File: src/rtl/sgi_pkg.sv
package sgi_pkg;
  localparam int unsigned WORD_W     = 32;
  localparam int unsigned SGI_LSB    = 0;
  localparam int unsigned LIST_LSB   = 16;
  localparam int unsigned FILT_LSB   = 24;
  localparam int unsigned MAX_CPUS   = 8;

  typedef enum logic [1:0] {
    FILT_LIST   = 2'd0,
    FILT_OTHERS = 2'd1,
    FILT_SELF   = 2'd2,
    FILT_RSVD   = 2'd3
  } filt_e;
endpackage

File: src/rtl/sgi_decode.sv
module sgi_decode
  import sgi_pkg::*;
#(
  parameter int unsigned NUM_CPUS = 8,
  parameter int unsigned NUM_SGIS = 16,
  localparam int unsigned CPU_ID_W = $clog2(NUM_CPUS),
  localparam int unsigned CNT_W    = $clog2(NUM_CPUS + 1),
  localparam int unsigned SGI_W    = $clog2(NUM_SGIS)
) (
  input  logic [WORD_W-1:0]   word_i,
  input  logic [CPU_ID_W-1:0] cpu_i,
  input  logic [CNT_W-1:0]    online_i,
  output logic [SGI_W-1:0]    sgi_o,
  output logic [NUM_CPUS-1:0] tgt_o
);
  filt_e                filt;
  logic [NUM_CPUS-1:0]  online_mask;
  logic [NUM_CPUS-1:0]  self_mask;

  assign filt  = filt_e'(word_i[FILT_LSB +: 2]);
  assign sgi_o = word_i[SGI_LSB +: SGI_W];

  always_comb begin
    for (int c = 0; c < NUM_CPUS; c++) begin
      online_mask[c] = (CNT_W'(c) < online_i);
      self_mask[c]   = (CPU_ID_W'(c) == cpu_i);
    end
  end

  always_comb begin
    unique case (filt)
      FILT_LIST:   tgt_o = word_i[LIST_LSB +: NUM_CPUS];
      FILT_OTHERS: tgt_o = online_mask & ~self_mask;
      FILT_SELF:   tgt_o = self_mask;
      default:     tgt_o = '0;
    endcase
  end
endmodule

File: src/rtl/sgi_src_bank.sv
module sgi_src_bank #(
  parameter int unsigned NUM_SGIS = 16,
  parameter int unsigned SRC_W    = 8,
  localparam int unsigned SGI_W    = $clog2(NUM_SGIS),
  localparam int unsigned SRC_ID_W = $clog2(SRC_W)
) (
  input  logic                      clk_i,
  input  logic                      rst_ni,
  input  logic                      set_i,
  input  logic [SGI_W-1:0]          set_sgi_i,
  input  logic [SRC_ID_W-1:0]       set_src_i,
  input  logic                      clr_i,
  input  logic [SGI_W-1:0]          clr_sgi_i,
  input  logic [SRC_ID_W-1:0]       clr_src_i,
  output logic [NUM_SGIS-1:0]       pend_o,
  output logic [NUM_SGIS*SRC_W-1:0] mask_o
);
  logic [SRC_W-1:0] set_oh, clr_oh;

  assign set_oh = SRC_W'(1) << set_src_i;
  assign clr_oh = SRC_W'(1) << clr_src_i;

  for (genvar s = 0; s < NUM_SGIS; s++) begin : g_sgi
    logic             set_hit, clr_hit;
    logic [SRC_W-1:0] mask_q;
    logic             pend_q;

    assign set_hit = set_i && (set_sgi_i == SGI_W'(s));
    assign clr_hit = clr_i && (clr_sgi_i == SGI_W'(s));

    // clear first, set second: a same-cycle set wins
    always_ff @(posedge clk_i or negedge rst_ni) begin
      if (!rst_ni) begin
        mask_q <= '0;
        pend_q <= 1'b0;
      end else begin
        pend_q <= set_hit;
        mask_q <= (mask_q & ~(clr_hit ? clr_oh : '0)) | (set_hit ? set_oh : '0);
      end
    end

    assign pend_o[s]                 = pend_q;
    assign mask_o[s*SRC_W +: SRC_W]  = mask_q;

    p_src_sticky_r7: assert property (@(posedge clk_i) disable iff (!rst_ni)
      !(clr_i && clr_sgi_i == SGI_W'(s)) |=> ((mask_q & $past(mask_q)) == $past(mask_q)));
    p_set_lands_r7: assert property (@(posedge clk_i) disable iff (!rst_ni)
      (set_i && set_sgi_i == SGI_W'(s)) |=> (pend_q && mask_q[$past(set_src_i)]));
    p_clr_drops_r8: assert property (@(posedge clk_i) disable iff (!rst_ni)
      (clr_i && clr_sgi_i == SGI_W'(s) && !(set_i && set_sgi_i == SGI_W'(s) && set_src_i == clr_src_i))
      |=> !mask_q[$past(clr_src_i)]);
  end
endmodule

File: src/rtl/sgi_dispatch.sv
module sgi_dispatch
  import sgi_pkg::*;
#(
  parameter int unsigned NUM_CPUS = 8,
  parameter int unsigned NUM_SGIS = 16,
  localparam int unsigned CPU_ID_W = $clog2(NUM_CPUS),
  localparam int unsigned CNT_W    = $clog2(NUM_CPUS + 1),
  localparam int unsigned SGI_W    = $clog2(NUM_SGIS),
  localparam int unsigned PEND_W   = NUM_CPUS * NUM_SGIS,
  localparam int unsigned MASK_W   = PEND_W * NUM_CPUS
) (
  input  logic                clk_i,
  input  logic                rst_ni,
  input  logic                wr_valid_i,
  input  logic [WORD_W-1:0]   wr_data_i,
  input  logic [CPU_ID_W-1:0] wr_cpu_i,
  input  logic [CNT_W-1:0]    online_cpus_i,
  output logic [WORD_W-1:0]   rd_data_o,
  input  logic                clr_valid_i,
  input  logic [CPU_ID_W-1:0] clr_tgt_i,
  input  logic [SGI_W-1:0]    clr_sgi_i,
  input  logic [CPU_ID_W-1:0] clr_src_i,
  output logic [PEND_W-1:0]   pend_set_o,
  output logic [MASK_W-1:0]   src_mask_o,
  output logic                recalc_o
);
  localparam int unsigned BANK_W = NUM_SGIS * NUM_CPUS;

  logic [SGI_W-1:0]    sgi_num;
  logic [NUM_CPUS-1:0] tgt;
  logic                recalc_q;

  sgi_decode #(.NUM_CPUS(NUM_CPUS), .NUM_SGIS(NUM_SGIS)) u_decode (
    .word_i   (wr_data_i),
    .cpu_i    (wr_cpu_i),
    .online_i (online_cpus_i),
    .sgi_o    (sgi_num),
    .tgt_o    (tgt)
  );

  for (genvar c = 0; c < NUM_CPUS; c++) begin : g_tgt
    sgi_src_bank #(.NUM_SGIS(NUM_SGIS), .SRC_W(NUM_CPUS)) u_bank (
      .clk_i     (clk_i),
      .rst_ni    (rst_ni),
      .set_i     (wr_valid_i && tgt[c]),
      .set_sgi_i (sgi_num),
      .set_src_i (wr_cpu_i),
      .clr_i     (clr_valid_i && (clr_tgt_i == CPU_ID_W'(c))),
      .clr_sgi_i (clr_sgi_i),
      .clr_src_i (clr_src_i),
      .pend_o    (pend_set_o[c*NUM_SGIS +: NUM_SGIS]),
      .mask_o    (src_mask_o[c*BANK_W +: BANK_W])
    );
  end

  always_ff @(posedge clk_i or negedge rst_ni) begin
    if (!rst_ni) recalc_q <= 1'b0;
    else         recalc_q <= wr_valid_i;
  end

  assign recalc_o  = recalc_q;
  assign rd_data_o = '0;

  p_recalc_r10: assert property (@(posedge clk_i) disable iff (!rst_ni)
    wr_valid_i |=> recalc_o);
  p_pulse_src_r2: assert property (@(posedge clk_i) disable iff (!rst_ni)
    (|pend_set_o) |-> $past(wr_valid_i));
  p_rsvd_quiet_r6: assert property (@(posedge clk_i) disable iff (!rst_ni)
    (wr_valid_i && wr_data_i[FILT_LSB +: 2] == 2'd3) |=> (pend_set_o == '0));
  p_self_only_r5: assert property (@(posedge clk_i) disable iff (!rst_ni)
    (wr_valid_i && wr_data_i[FILT_LSB +: 2] == 2'd2) |=> ($countones(pend_set_o) == 1));
endmodule

File: config.mk
export PLATFORM = sky130hd
export DESIGN_NAME = sgi_dispatch
export DESIGN_NICKNAME = d
export VERILOG_FILES = /design/src/rtl/sgi_pkg.sv /design/src/rtl/sgi_decode.sv /design/src/rtl/sgi_src_bank.sv /design/src/rtl/sgi_dispatch.sv
export SDC_FILE = /design/constraint.sdc
export NUM_CORES = 2
export LEC_CHECK = 0
export BUFFER_PORTS_ARGS = -buffer_cell sky130_fd_sc_hd__buf_2
export CAP_MARGIN = 40
export CORE_AREA = 10 10 476 478
export CTS_CLUSTER_DIAMETER = 30
export DETAILED_ROUTE_END_ITERATION = 10
export DIE_AREA = 0 0 486 488
export SETUP_SLACK_MARGIN = 0.5
export SLEW_MARGIN = 0
export SYNTH_ARGS = -nofsm -noshare
export SYNTH_HDL_FRONTEND = slang
export SYNTH_HIERARCHICAL = 1
export SYNTH_SLANG_ARGS = --single-unit
export TNS_END_PERCENT = 1
File: constraint.sdc
create_clock -name clk_i -period 0.8 [get_ports clk_i]
set_input_delay 0.04 -clock clk_i [delete_from_list [all_inputs] [get_ports clk_i]]
set_output_delay 0.04 -clock clk_i [all_outputs]
set_load 0.02 [all_outputs]
==> results.txt <==
----------------------------------------------------
[Layout]
  Final standard cell utilization of the core ... 35.79%
  Area Growth Syn to Fin ... 61.37%
  Fraction of final layout cells with drive strength greater than 1 ... 39.76%
  Finished Cell Area ... 77500 um2
  Final net count ... 6444

[Drt]
  Number of iterations in the first detailed-routing pass ... 6
  Total wirelength of the detailed-routed design ... 279.9 mm
  DRC violation total after the first TritonRoute iteration ... 5151
  Remaining design rule violation count ... 0
  Via Count ... 49520
  Routed length per instance ... 29.56 um
  Antenna-violating nets left ... 0
  Via-to-Cell Ratio ... 5.230

[Yosys]
  Number of flops mapped to enable cells by yosys ... 0
  Mapped Avg Cell Area ... 10.64 um2
  Most repeated cell in the gate-level netlist after synthesis ... o21ai_0
  Fraction of synthesis flops using an asynchronous set or reset pin ... 100.0%
  Cell type contributing the most total cell area after synthesis ... dfrtp_1
  Leading post-synthesis cells by cell area ... dfrtp_1, o21ai_0, o21ai_1
  Gate count of the mapped netlist ... 4512
  Area share of the largest cell type after synthesis ... 60.08%
  Ranking of synthesized cells by instance count ... o21ai_0, dfrtp_1, o21ai_1
  Ys flop type ... dfrtp_1
  Warnings from Yosys ... 6
  Count of distinct cell types in the synthesized netlist ... 45
  Flop and latch count out of synthesis ... 1153
  Part of the Yosys area used for sequential elements ... 60.08%
  Post-synthesis instance area ... 48030 um2

[Global routing]
  GRT Overall Usage ... 22.40%
  Aggregate global routing overflow ... 0
  Largest net degree at the start of global routing ... 50
  Global-route wire length before repair ... 390.3 mm
  Number of global-route vias before repair ... 49730
  Initial antenna violation count ... 23

[CTS]
  H-Tree Level Count ... 5
  Bufs on Longest Clock Path ... 4
  Cts-stage hold buffer count ... 10
  Clock edge transition at the registers on the reported setup and hold paths ... 0.05 ns
  Clk_lat worst skew ... 0.90 ns
  TritonCTS sink count ... 1153
  Root buffer cell ... clkbuf_16
  Number of buffers created by CTS ... 293
  CTS tree ... built

[Worst setup path]
  Kind of cell adding the most delay to the critical path ... flip-flops
  Crit-path max cell delay ... 0.44 ns
  Arrival time of data at the critical path endpoint ... 1.65 ns
  Required arrival time at the worst endpoint ... 0.76 ns
  Start-to-end type of the worst setup path ... reg -> out
  Crit path capture type ... primary output
  Critical Path, Cell by Cell ... buf_6 -> buf_12
  Critical Path Slowest Stage Cell ... dfrtp_2
  Crit path buf inv count ... 2
  Highest net fanout along the worst path ... 2
  Element type at the critical path start ... flop

[Floorplanning]
  Starting utilization of the core area ... 22.18%
  Vertical die dimension ... 488 um
  CORE AREA ... 216500 um2
  Ports placed on the boundary ... 1238
  Num rows ... 171
  Total Die Area ... 237200 um2
  Die boundary width ... 486 um

[Power]
  Power density cells ... 2673 nW/um2
  Peak ir drop on the vdd network ... 0.002147 V
  Leakage dissipation ... 36.62 nW

[Placed design]
  Port Buffers ... 1187
  DPL Wire Length ... 215.5 mm
  DP Worst Slack ... -1.896 ns
  Post-place instance area ... 63570 um2
  Weighted congestion reported at the end of routability-driven placement ... 0.9655

[Timing]
  Final hold slack ... -0.7013 ns
  Setup repair after global routing missed its margin ... yes
  Number of pins with negative max-slew slack in the final report ... 0
  Final setup margin ... -0.8909 ns
  Relative slew slack ... 52.42%
  Time the final worst path needs with I/O delays and setup ... 1.691 ns
  Final count of hold timing violations ... 1395
  Slew at the pin closest to its max-slew limit ... 0.7137 ns
  Period utilization ... 211.4%
  Number of failing setup endpoints in the final timing report ... 2305
  Post-Route Setup TNS ... -1145.09 ns
  Final Skew ... 0 ns
  FMAX ... 0.5914 GHz

[Status]
  Result of the run ... complete, but fails checks
  Failing checks ... hold timing, setup timing

[Job]
  Maximum capacitance violations ... 0

[Min path]
  Kind of path behind the tightest hold check ... in -> async

----------------------------------------------------
-- routing by layer --
layer,track usage (%),wire (um),vias up
li1,-,-,20310
met3,8.025,31260,642
met5,0,86,-
met2,35.18,126900,3339
met1,26.65,104500,25210
met4,12.37,17200,14
-- cell families after synthesis --
logic type             share of synthesized area [%]
and+or+nand+nor                                12.28
AOI/OAI and AO/OA                              21.57
muxes                                        0.02084
buffers and inverters                          6.049
DFF                                            60.08
other                                       0.007808
-- placed cells by master, fill, tap and decap left out, drive strengths merged, types with 2 or more instances in the layout --
master       count
nand4b         136
or4             16
nand2b           2
and2             8
nor3             6
dlygate4sd3     10
or4b            88
a21oi            2
bufinv          34
nor2b           17
and3b           19
and4bb           3
o31ai            2
nor3b           11
buf           1964
clkinvlp        19
a22oi            3
conb            32
a221o            3
nand4bb        144
o21ai         2050
dfrtp         1153
clkbuf         379
and3             8
diode            9
nand3           44
inv            137
nand4           41
clkinv          69
or4bb           16
and4b            3
or3              8
or3b             8
nand2          114
nor2            25
nand3b          24
-- report_power, final --
group / switching, mW / internal [mW]
Sequential: 3.30 / 61.7
Clock: 36.6 / 82.6
Combinational: 14.3 / 8.70
-- worst paths after layout --
kind                                                          start                                  end  slack (ns)  cells past startpoint
worst max-delay path             g_tgt[1].u_bank/g_sgi[1].mask_q[6]                      src_mask_o[142]       -0.89                      2
worst min-delay path                                         rst_ni  g_tgt[7].u_bank/g_sgi[11].mask_q[1]       -0.70                      3
worst max register to register  g_tgt[1].u_bank/g_sgi[11].mask_q[1]  g_tgt[1].u_bank/g_sgi[11].mask_q[1]       -0.09                      2
worst min register to register   g_tgt[3].u_bank/g_sgi[1].mask_q[1]   g_tgt[3].u_bank/g_sgi[1].mask_q[1]        0.50                      2
max in group asynchronous                                    rst_ni   g_tgt[0].u_bank/g_sgi[5].mask_q[5]        0.39                      5
min in group clk_i                                     wr_data_i[2]   g_tgt[1].u_bank/g_sgi[3].mask_q[1]       -0.34                      5
-- flip-flops by register name, summed over array words and instances (netlist names) --
name / count
g_tgt.u_bank/g_sgi.mask_q: 1024
g_tgt.u_bank/g_sgi.pend_q: 128
recalc_o: 1
-- metrics by stage --
stage	std cells	total power, mW
finish	9468	207.2
global route	9464	213.1
CTS	9455	207.2
detailed placement	8929	86.20
global placement	8928	85.88
floorplan	4543	72.82
-- what timing repair did --
item,in CTS,in global routing
buffers inserted,6,3
endpoints found under the hold margin,1921,1441
gates cloned,1,1
pin swaps,8,3
gates resized for setup,802,491
setup endpoints to repair,2305,2435
-- area by class of cell --
class                   count  area (um2)
flip-flops and latches   1153       29010
well taps                2854        3571
inverters                 128       480.5
clock buffers             378        8198
fillers                 21280      139000
repair buffers           1975       17770
clock inverters           131        1732
diodes                      9       22.52
multi-input cells        2840       16710
-- worst reg2reg max path: stages, from the launching register on --
cell     delay (ns)
dfrtp_2        0.46
o21ai_0        0.14
o21ai_0        0.15
Note: power is estimated with default switching activity, not from simulation.
